`src/rtl/spi_bclk_pkg.sv`:
```
package spi_bclk_pkg;
  typedef enum logic {
    HALF_SETUP  = 1'b0,
    HALF_SAMPLE = 1'b1
  } half_e;
endpackage

```
`src/rtl/spi_bclk_divsel.sv`:
```
// Picks the divisor for the next bit and splits it into two half lengths.
// Both lengths are given minus one, ready to load into a down-counter.
module spi_bclk_divsel #(
  parameter int DIV_W = 8
) (
  input  logic [DIV_W-1:0] wr_m2,
  input  logic [DIV_W-1:0] rd_m2,
  input  logic             rd_sel,
  output logic [DIV_W-1:0] setup_m1,
  output logic [DIV_W-1:0] sample_m1
);
  logic [DIV_W-1:0] sel_m2;
  logic [DIV_W:0]   sum_up;

  assign sel_m2 = rd_sel ? rd_m2 : wr_m2;
  // ceil(d/2)-1 = (m2+1)>>1 ; floor(d/2)-1 = m2>>1, where d = m2+2
  assign sum_up    = {1'b0, sel_m2} + {{DIV_W{1'b0}}, 1'b1};
  assign setup_m1  = sum_up[DIV_W:1];
  assign sample_m1 = sel_m2 >> 1;
endmodule

```
`src/rtl/spi_bclk_timer.sv`:
```
// Half-period sequencer: counts the setup and sample halves of each bit.
module spi_bclk_timer
  import spi_bclk_pkg::*;
#(
  parameter int CNT_W = 8
) (
  input  logic             clk,
  input  logic             rst_n,
  input  logic             start,
  input  logic             stop,
  input  logic [CNT_W-1:0] setup_m1,
  input  logic [CNT_W-1:0] sample_m1,
  output logic             run,
  output logic             in_sample,
  output logic             setup_stb,
  output logic             sample_stb
);
  logic             run_q;
  logic             stop_pend_q;
  half_e            half_q;
  logic [CNT_W-1:0] cnt_q;
  logic [CNT_W-1:0] samp_len_q;
  logic             half_end;

  assign half_end   = run_q && (cnt_q == '0);
  assign setup_stb  = half_end && (half_q == HALF_SETUP);
  assign sample_stb = half_end && (half_q == HALF_SAMPLE);
  assign run        = run_q;
  assign in_sample  = run_q && (half_q == HALF_SAMPLE);

  always_ff @(posedge clk) begin
    if (!rst_n) begin
      run_q       <= 1'b0;
      stop_pend_q <= 1'b0;
      half_q      <= HALF_SETUP;
      cnt_q       <= '0;
      samp_len_q  <= '0;
    end else if (!run_q) begin
      stop_pend_q <= 1'b0;
      if (start) begin
        run_q      <= 1'b1;
        half_q     <= HALF_SETUP;
        cnt_q      <= setup_m1;
        samp_len_q <= sample_m1;
      end
    end else begin
      if (stop) stop_pend_q <= 1'b1;
      if (cnt_q != '0) begin
        cnt_q <= cnt_q - 1'b1;
      end else if (half_q == HALF_SETUP) begin
        half_q <= HALF_SAMPLE;
        cnt_q  <= samp_len_q;
      end else if (stop || stop_pend_q) begin
        run_q       <= 1'b0;
        stop_pend_q <= 1'b0;
        half_q      <= HALF_SETUP;
        cnt_q       <= '0;
      end else begin
        half_q     <= HALF_SETUP;
        cnt_q      <= setup_m1;
        samp_len_q <= sample_m1;
      end
    end
  end
endmodule

```
`src/rtl/spi_bitclk_gen.sv`:
```
module spi_bitclk_gen #(
  parameter int DIV_W = 8
) (
  input  logic             clk,
  input  logic             rst_n,
  input  logic [DIV_W-1:0] wr_div_m2,
  input  logic [DIV_W-1:0] rd_div_m2,
  input  logic             cpol,
  input  logic             start,
  input  logic             phase_rd,
  input  logic             stop,
  output logic             sclk,
  output logic             setup_stb,
  output logic             sample_stb
);
  logic [DIV_W-1:0] setup_m1;
  logic [DIV_W-1:0] sample_m1;
  logic             run_w;
  logic             in_sample_w;

  spi_bclk_divsel #(.DIV_W(DIV_W)) u_divsel (
    .wr_m2    (wr_div_m2),
    .rd_m2    (rd_div_m2),
    .rd_sel   (phase_rd),
    .setup_m1 (setup_m1),
    .sample_m1(sample_m1)
  );

  spi_bclk_timer #(.CNT_W(DIV_W)) u_timer (
    .clk       (clk),
    .rst_n     (rst_n),
    .start     (start),
    .stop      (stop),
    .setup_m1  (setup_m1),
    .sample_m1 (sample_m1),
    .run       (run_w),
    .in_sample (in_sample_w),
    .setup_stb (setup_stb),
    .sample_stb(sample_stb)
  );

  assign sclk = cpol ^ in_sample_w;
endmodule

```
`config.mk`:
```
export PLATFORM = sky130hd
export DESIGN_NAME = spi_bitclk_gen
export DESIGN_NICKNAME = d
export VERILOG_FILES = /design/src/rtl/spi_bclk_pkg.sv /design/src/rtl/spi_bclk_divsel.sv /design/src/rtl/spi_bclk_timer.sv /design/src/rtl/spi_bitclk_gen.sv
export SDC_FILE = /design/constraint.sdc
export NUM_CORES = 1
export LEC_CHECK = 0
export ABC_AREA = 0
export CAP_MARGIN = 5
export CORE_UTILIZATION = 53
export CTS_BUF_LIST = sky130_fd_sc_hd__clkbuf_8
export CTS_CLUSTER_SIZE = 8
export DETAILED_ROUTE_END_ITERATION = 16
export GPL_ROUTABILITY_DRIVEN = 0
export MAX_ROUTING_LAYER = met4
export PLACE_DENSITY_LB_ADDON = 0.1
export SYNTH_ARGS = -nofsm -noshare
export SYNTH_HDL_FRONTEND = slang
export SYNTH_SLANG_ARGS = --single-unit
```
`constraint.sdc`:
```
create_clock -name clk -period 2.9 [get_ports clk]
set_input_delay 0.58 -clock clk [delete_from_list [all_inputs] [get_ports clk]]
set_output_delay 0.58 -clock clk [all_outputs]
set_load 0.05 [all_outputs]
```
After elaboration in Yosys (flattened, before gate mapping)
Cells that the tools add are included.
- output and inout bits: 3
- logic and storage cells: 47
- flip-flop bits (word level): 19
- input bits: 22
- multiplexer cells: 24
- bitwise gates (word level): 2
- reductions and logical operators: 11
- equality and inequality tests: 3
- add/sub/neg operators: 2
- operators with widths (cell ; number):
    8-bit two-way mux ; 11
    1-bit two-way mux ; 13
    8-bit by 1-bit adder with 9-bit output, second input constant ; 1
    8-bit zero test ; 1
    8-bit nonzero test ; 1
    8-bit by 1-bit subtractor with 8-bit output, second input constant ; 1
    2-bit inequality test, second input constant ; 3
    1-bit logical AND ; 4
    2-bit AND reduction ; 2
    4-bit AND reduction ; 1
    2-bit nonzero test ; 1
    1-bit logical OR ; 1
    1-bit inverter ; 1
    1-bit bitwise XOR ; 1

Depth between registers and ports, before layout
Gate-level depths: netlist of the first run.
- word-level depth: 6
- gate-level depth with buffers: 8
- gate-level depth less buffers: 7

By module
Synthesis of the first run repeated with hierarchy kept, for this count alone.
- cells, all modules: 173
- area, all modules: 1497.7 sq um
- modules (own cells, without submodules) (module ; instances ; area an instance (sq um) ; sequential area each (sq um) ; cells each):
    spi_bclk_timer ; 1 ; 1174.9 ; 380.4 ; 137
    spi_bclk_divsel ; 1 ; 314.1 ; 0.0 ; 35
    spi_bitclk_gen ; 1 ; 8.8 ; 0.0 ; 1

Worst setup path before layout of the first run
No wires, ideal clock.
- path type: reg2out
- from: register u_timer.cnt_q[0]
- to: output port setup_stb
- slack: 150 ps
- required time: 2320 ps
- stages on the path, launching flop included: 6
- buffers on the path: 0
- arrival time: 2170 ps
- cell sequence: dfxtp_1 inv_1 ha_1 nor4b_4 nand2_4 nor3_1
- longest elaborated chain between the ends: 3
- RTL lines (element ; RTL line ; text):
    start: declaration ; spi_bclk_timer.sv:21 ; logic [CNT_W-1:0] cnt_q;
    start signal: assignment ; spi_bclk_timer.sv:43 ; cnt_q <= setup_m1;
    start signal: assignment ; spi_bclk_timer.sv:49 ; cnt_q <= cnt_q - 1'b1;
    start signal: assignment ; spi_bclk_timer.sv:52 ; cnt_q <= samp_len_q;
    8-bit zero test ; spi_bclk_timer.sv:25 ; assign half_end = run_q && (cnt_q == '0);
    1-bit logical AND ; spi_bclk_timer.sv:25 ;
    1-bit logical AND ; spi_bclk_timer.sv:26 ; assign setup_stb = half_end && (half_q == HALF_SETUP);
    end: declaration ; spi_bitclk_gen.sv:13 ; output logic setup_stb,
Every way passes these cells.

Worst setup path after layout of the first run
- from: register u_timer.cnt_q[0]
- to: output port sample_stb
- longest elaborated chain between the ends: 3
- RTL lines (element ; RTL line ; text):
    8-bit zero test ; spi_bclk_timer.sv:25 ;
    1-bit logical AND ; spi_bclk_timer.sv:25 ;
    1-bit logical AND ; spi_bclk_timer.sv:27 ; assign sample_stb = half_end && (half_q == HALF_SAMPLE);
    end: declaration ; spi_bitclk_gen.sv:14 ; output logic sample_stb
Every way passes these cells.

==> summary.txt, run 1 <==
Worst setup path
  • Critical path arrival: between 1.5 and 2 ns
  • Worst EP required: 2.32 ns
  • Reg2reg setup slack: 0.77 ns
  • CP max stage delay: 0.36 ns
  • Reg-to-Reg End: u_timer.samp_len_q[4]
  • Crit-path max FO: 7
  • Slowest CP cell: nor4b_4
  • RR Startpoint: u_timer.cnt_q[0]
  • Crit path from: u_timer.cnt_q[0]
  • Crit path kind: reg -> out
  • Startpoint Class: flip-flop
  • Crit-path cells: inv_1, ha_1, nor4b_4, nand2_4, nor3_1, buf_4
  • Worst-case reg-to-reg path depth: 8
  • Crit. End Element: primary output

Synthesis
  • Share of flip-flops with an asynchronous set or reset: 0%
  • Largest area contributor in the netlist: dfxtp_1
  • Synth unique cells: 41
  • Ys Warns: 0
  • Most numerous cell in the Yosys netlist: dfxtp_1
  • Area share of the largest cell type after synthesis: 29.1%
  • Mean post-synth cell area: 8.15 um^2
  • Yosys reg bits: 18
  • Synth top cells by count: dfxtp_1, nor2_1, nand2_1
  • Largest cells by area after synthesis: dfxtp_1, mux2i_1, a211oi_1, nor2_1, nand2_1
  • Post-synth EDFFs: 0
  • Synth Flop Type: dfxtp_1
  • Syn_nets: approximately 180
  • Post-synthesis cell count: 152
  • Sequential-to-total area share from yosys stat: 29.1%
  • Mapped Area: around 1200 um^2

Cells and area
  • Fill count: 180
  • Synth-to-Final Area Change: 26.2%
  • Final Non-Filler Cells: approximately 200
  • Antenna diode count: 0
  • Fin nets: approximately 200
  • Layout cell share with drive strength beyond 1: 11.4%

Clock network
  • # Post-CTS Setup Buffers: 0
  • Clk buf depth: 2
  • H-Tree Depth: 1
  • Post_cts resized: 0
  • CTS tree: yes
  • Hold-fix buffers at CTS: 0
  • Clock Sinks: 18
  • Root Driver: clkbuf_8
  • Clock latency on the worst-skew pair: 0.25 ns
  • Inserted Clock Buffers: 3
  • Worst-path clk slew: around 0.070 ns

Global route
  • Largest net degree at the start of global routing: 17
  • Global-route wire length before repair: 4870 um
  • Global Route Usage Sum: roughly a quarter
  • Total gr overflow: 0
  • Vias in the first global route: ~1.1k
  • Initial antenna violation count: 0

Route
  • Drt total wl: 2870 um
  • Post-route DRC: 0
  • Wirelength per Cell: 14.0 um
  • Via count: around 1.2k
  • First-pass iteration count of the detailed router: 4
  • Number of routed nets with antenna violations: 0
  • Detailed Route Iter0 Violations: 32
  • Vias per std cell: between 5 and 6

Min path
  • Hold Path Stages: 2
  • Hold Startpoint: u_timer.samp_len_q[0]
  • Worst Hold Path EP: u_timer.cnt_q[0]
  • Type of the worst min-delay path: reg -> reg

Timing
  • Worst-margin pin slew: ~0.46 ns
  • Fmax: 408 MHz
  • Max-slew violations: 0
  • Fraction of the cycle the final worst path needs: 84.6%
  • Final Hold Fails: 0
  • Final setup fails: 0
  • Final setup skew: 0.00182 ns
  • RSZ-0062 raised after global routing: false
  • Min Tclk post-route: between 2 and 2.5 ns
  • Max-Slew Margin vs Limit: 69.1%
  • Setup TNS Final: 0 ns

Pwr
  • Power Density: 506 nW/um^2
  • Combinational share of power: 35.8%
  • LEAKAGE: 0.580 nW
  • Reg power frac: 38.3%
  • Clock power share: 25.8%
  • VDD IR max: 295 uV
  • Sw Share: 33.7%
  • P_int: 0.000525 W
  • Net Sw Power: 0.000267 W

Floorplanning
  • Num rows: 17
  • Die Y: 50.3 um
  • Initial core utilization: 56.0%
  • Ports: 25
  • Full die area: 2530 um^2
  • Core Region: 2210 um^2
  • DIE WIDTH: 50.3 um

Placement
  • PortBufs: 24
  • HPWL after detailed placement: 2250 um
  • Dpl cells: 200

Job
  • Maxcap violations: 0

Run status
  • Status: finished, final reports clean
[placed cells by master (no fill, tap or decap), types with 4 or more instances in the layout]
master            n
a31oi_1           7
nand2_1          13
a211oi_1          9
nor3_1            5
a21oi_1           9
mux2i_1           7
nand3_1           6
clkbuf_8          4
clkdlybuf4s50_1  21
o21ai_1           4
buf_4             6
xnor2_1           5
o21ai_0           5
nor2_1           16
inv_1             4
dfxtp_1          18
[metal layers]
layer  GRT usage, %  up-vias  share of wire, %
met4           6.94        0              0.73
met3           3.03        2               5.4
met5              -        -                 0
met1           30.7      547                45
met2           45.8       50                49
li1               -      616                 -
[sequential cells by signal, summed over array words and instances (netlist names)]
name and count:
u_timer.half_q 1, u_timer.cnt_q 8, u_timer.samp_len_q 7, u_timer.stop_pend_q 1, u_timer.run 1
[power groups by stage]
stage / clock network [W] / logic, W / registers [W]
after floorplan: 0 / 0.000204 / 0.000301
after global placement: 0 / 0.000275 / 0.000307
after detailed placement: 0 / 0.000280 / 0.000309
after CTS: 0.000207 / 0.000283 / 0.000303
after global routing: 0.000221 / 0.000313 / 0.000307
final: 0.000204 / 0.000284 / 0.000303
[how the worst max path moves through the flow]
stage                        to  cells past startpoint  slack (ns)
2_1_floorplan         setup_stb                      5        0.15
4_1_cts              sample_stb                      6        0.46
5_1_grt               setup_stb                      7        0.36
6_report             sample_stb                      6        0.45
3_3_place_gp   u_timer.cnt_q[1]                      7        0.54
3_5_place_dp   u_timer.cnt_q[1]                      7        0.48
[area by class of cell]
type                    instances  area [um^2]  area share (%)
clock buffers                   4         55.1            3.52
well taps                      28         35.0            2.24
flip-flops and latches         18          360            23.1
multi-input cells             121          818            52.4
inverters                       5         18.8            1.20
repair buffers                 28          275            17.6
[worst max-delay path: cells and delay by family (launching register included)]
family | cells | cell delay (ns)
AND/OR/NAND/NOR | 3 | 0.75
flip-flops | 1 | 0.33
buffers and inverters | 2 | 0.33
adder cells (fa/ha/maj) | 1 | 0.21
[logic make-up (layout without fill, tap and decap cells)]
| logic type | count (synthesis) | in the layout | share of synthesized area, % |
|---|---|---|---|
| simple gates | 57 | 57 | 25.6 |
| compound gates | 43 | 43 | 23.4 |
| flops | 18 | 18 | 29.1 |
| buf+inv | 13 | 37 | 4.85 |
| mux | 10 | 10 | 8.38 |
| xor+xnor | 8 | 8 | 5.66 |
| fa+ha+maj | 3 | 3 | 3.03 |
[per-stage QoR]
stage               area (um^2)  hold WS, ns  setup slack [ns]  total power [W]  utilization, %
floorplan                  1240        0.447             0.150         0.000505               -
global placement           1510        0.463             0.542         0.000583            68.2
detailed placement         1510        0.472             0.479         0.000589            68.2
CTS                        1560        0.482             0.459         0.000793            70.6
global route               1560        0.500             0.363         0.000841            70.6
finish                     1560        0.480             0.447         0.000791            70.6
Power figures use the tool's default switching activity.
==> inputs of run 2 (changes only) <==
--- a/config.mk
+++ b/config.mk
@@ -7,7 +7,7 @@
 export LEC_CHECK = 0
 export ABC_AREA = 0
 export CAP_MARGIN = 5
-export CORE_UTILIZATION = 53
+export CORE_UTILIZATION = 48
 export CTS_BUF_LIST = sky130_fd_sc_hd__clkbuf_8
 export CTS_CLUSTER_SIZE = 8
 export DETAILED_ROUTE_END_ITERATION = 16
==> constraint.sdc (replaced) <==
create_clock -name clk -period 2.13 [get_ports clk]
set_input_delay 0.426 -clock clk [delete_from_list [all_inputs] [get_ports clk]]
set_output_delay 0.426 -clock clk [all_outputs]
set_load 0.05 [all_outputs]
==> summary.txt, run 2 (same netlist as run 1, synthesis figures left out) <==
Run status
  • Status: finished, violations left
  • Failing checks: DRC

Placement
  • Dpl ws: -0.136 ns
  • HPWL after detailed placement: 2420 um
  • PortBufs: 24
  • Placed cell areas: about 1600 um^2

Global route
  • Routing usage on met3: 4.64%
  • Met2 Use GR: roughly 43%
  • Largest net degree at the start of global routing: 16
  • Global Route Usage Sum: around a quarter
  • Initial antenna violation count: 0
  • Vias in the first global route: 1056
  • Busiest grt layer: met2
  • Global-route wire length before repair: about 4700 um
  • Met1 Usage GRT: 27.7%
  • Total gr overflow: 0

Worst setup path
  • Critical path arrival: 1.62 ns
  • Crit-path cells: inv_1, ha_4, nor4b_4, nand2_4, nor3_4, buf_12
  • Slowest CP cell: dfxtp_1
  • Crit path kind: reg -> out
  • CP top delay family: simple AND/OR/NAND/NOR gates
  • Startpoint Class: flip-flop
  • Crit. End Element: primary output
  • WP buf/inv: 2
  • Crit-path max FO: 3
  • CP max stage delay: 0.32 ns
  • Worst EP required: 1.70 ns

Pwr
  • Net Sw Power: 0.000382 W
  • VDD IR max: 417 uV
  • LEAKAGE: 0.652 nW
  • Power Density: 671 nW/um^2
  • P_int: 0.000764 W
  • Combinational share of power: 40.0%
  • Clock power share: 23.8%
  • Reg power frac: 36.2%
  • Overall power: 0.00115 W
  • Sw Share: between 30% and 40%

Job
  • Maxcap violations: 0

Floorplanning
  • Core Region: 2450 um^2
  • Die Y: 52.8 um
  • Full die area: 2790 um^2
  • Ports: 25
  • Num rows: 18
  • DIE WIDTH: 52.8 um
  • Initial core utilization: 50.5%

Cells and area
  • Largest regs: u_timer.cnt_q x8, u_timer.samp_len_q x7
  • Fin nets: 213
  • Top reg by flops: u_timer.cnt_q
  • Fill count: 191
  • Most frequent cells in the layout: clkdlybuf4s50_1, dfxtp_1, nor2_1, buf_4, nand2_1
  • Max FFs per register: 8
  • Commonest non-fill, non-tap cell in the layout: clkdlybuf4s50_1
  • Synth-to-Final Area Change: 37.9%
  • Antenna diode count: 0
  • Final std cell area, no fill: 1710 um^2
  • Layout cell share with drive strength beyond 1: a little under a fifth

Timing
  • Fmax: between 400 and 500 MHz
  • Final setup fails: 0
  • Max-slew violations: 0
  • Setup TNS Final: 0 ns
  • Fraction of the cycle the final worst path needs: between 90% and 100%
  • Min Tclk post-route: approximately 2.0 ns
  • Max-Slew Margin vs Limit: 69.7%
  • RSZ-0062 raised after global routing: false
  • Final Hold Fails: 0
  • Worst-margin pin slew: about 0.45 ns
  • Setup ws final: 0.0863 ns
  • Final setup skew: 0.00476 ns

Clock network
  • Root Driver: clkbuf_8
  • Hold-fix buffers at CTS: 0
  • Worst-path clk slew: about 0.07 ns
  • H-Tree Depth: 1
  • Inserted Clock Buffers: 3
  • CTS tree: yes
  • Clk buf depth: 2
  • Clock latency on the worst-skew pair: 0.25 ns
  • Clock Sinks: 18

Route
  • Drt total wl: 3090 um
  • Post-route DRC: 1
  • Via count: approximately 1.2k
  • Vias per std cell: 5.73
  • First-pass iteration count of the detailed router: 10
  • Detailed Route Iter0 Violations: 29
  • Wirelength per Cell: 14.3 um
  • Number of routed nets with antenna violations: 0

Min path
  • Type of the worst min-delay path: reg -> reg
run 2: changes by cell type in the layout (fill, tap and decap cells not counted), sizes merged:
| cell | change |
|---|---|
| buf | +11 |
run 2: power by group through the flow:
stage | registers (W) | clock network, W | logic [W]
after floorplan | 0.000410 | 0 | 0.000281
after global placement | 0.000420 | 0 | 0.000403
after detailed placement | 0.000421 | 0 | 0.000412
after CTS | 0.000413 | 0.000277 | 0.000457
after global routing | 0.000421 | 0.000299 | 0.000501
final | 0.000415 | 0.000273 | 0.000458
run 2: through the flow:
stage / std cells / util (%) / hold WS [ns]
detailed placement: 208 / 64.8 / 0.471
floorplan: 152 / - / 0.447
global placement: 208 / 64.8 / 0.465
finish: 217 / 69.6 / 0.480
CTS: 216 / 69.3 / 0.481
global route: 217 / 69.6 / 0.526
run 2: area by class of cell:
class                           instances  area [um^2]  area share [%]
Clock buffer                            4         55.1            3.22
Inverter                                5         18.8            1.10
Sequential cell                        18          360            21.1
Multi-Input combinational cell        121          853            50.0
Tap cell                               30         37.5            2.20
Timing Repair Buffer                   39          383            22.4
run 2: path summary, 6_finish.rpt:
| kind | from | end | slack (ns) | cells past startpoint |
|---|---|---|---|---|
| max | u_timer.cnt_q[1] | setup_stb | 0.09 | 6 |
| min | u_timer.samp_len_q[6] | u_timer.cnt_q[6] | 0.48 | 2 |
| max reg2reg | u_timer.cnt_q[1] | u_timer.samp_len_q[5] | 0.16 | 9 |
| min reg2reg | u_timer.samp_len_q[6] | u_timer.cnt_q[6] | 0.48 | 2 |
run 2: what timing repair did:
| action | 4_1_cts | 5_1_grt |
|---|---|---|
| gates resized for setup | 4 | 1 |
| pin swaps | 2 | 1 |
| buffers inserted | 4 | 1 |
| endpoints found under the setup margin | 2 | 1 |
run 2: worst register-to-register path, stage by stage (launching register included):
cell	delay [ns]
dfxtp_1	0.32
inv_1	0.12
ha_4	0.16
nor4b_4	0.26
nand2_4	0.12
buf_4	0.17
o31ai_4	0.24
buf_4	0.22
nor2_1	0.06
a211oi_1	0.21
run 2: layer usage:
| layer | vias to the layer above | part of all wire [%] |
|---|---|---|
| met5 | - | 0 |
| li1 | 639 | - |
| met3 | 2 | 4.7 |
| met1 | 562 | 43 |
| met2 | 40 | 52 |
| met4 | 0 | 0.48 |
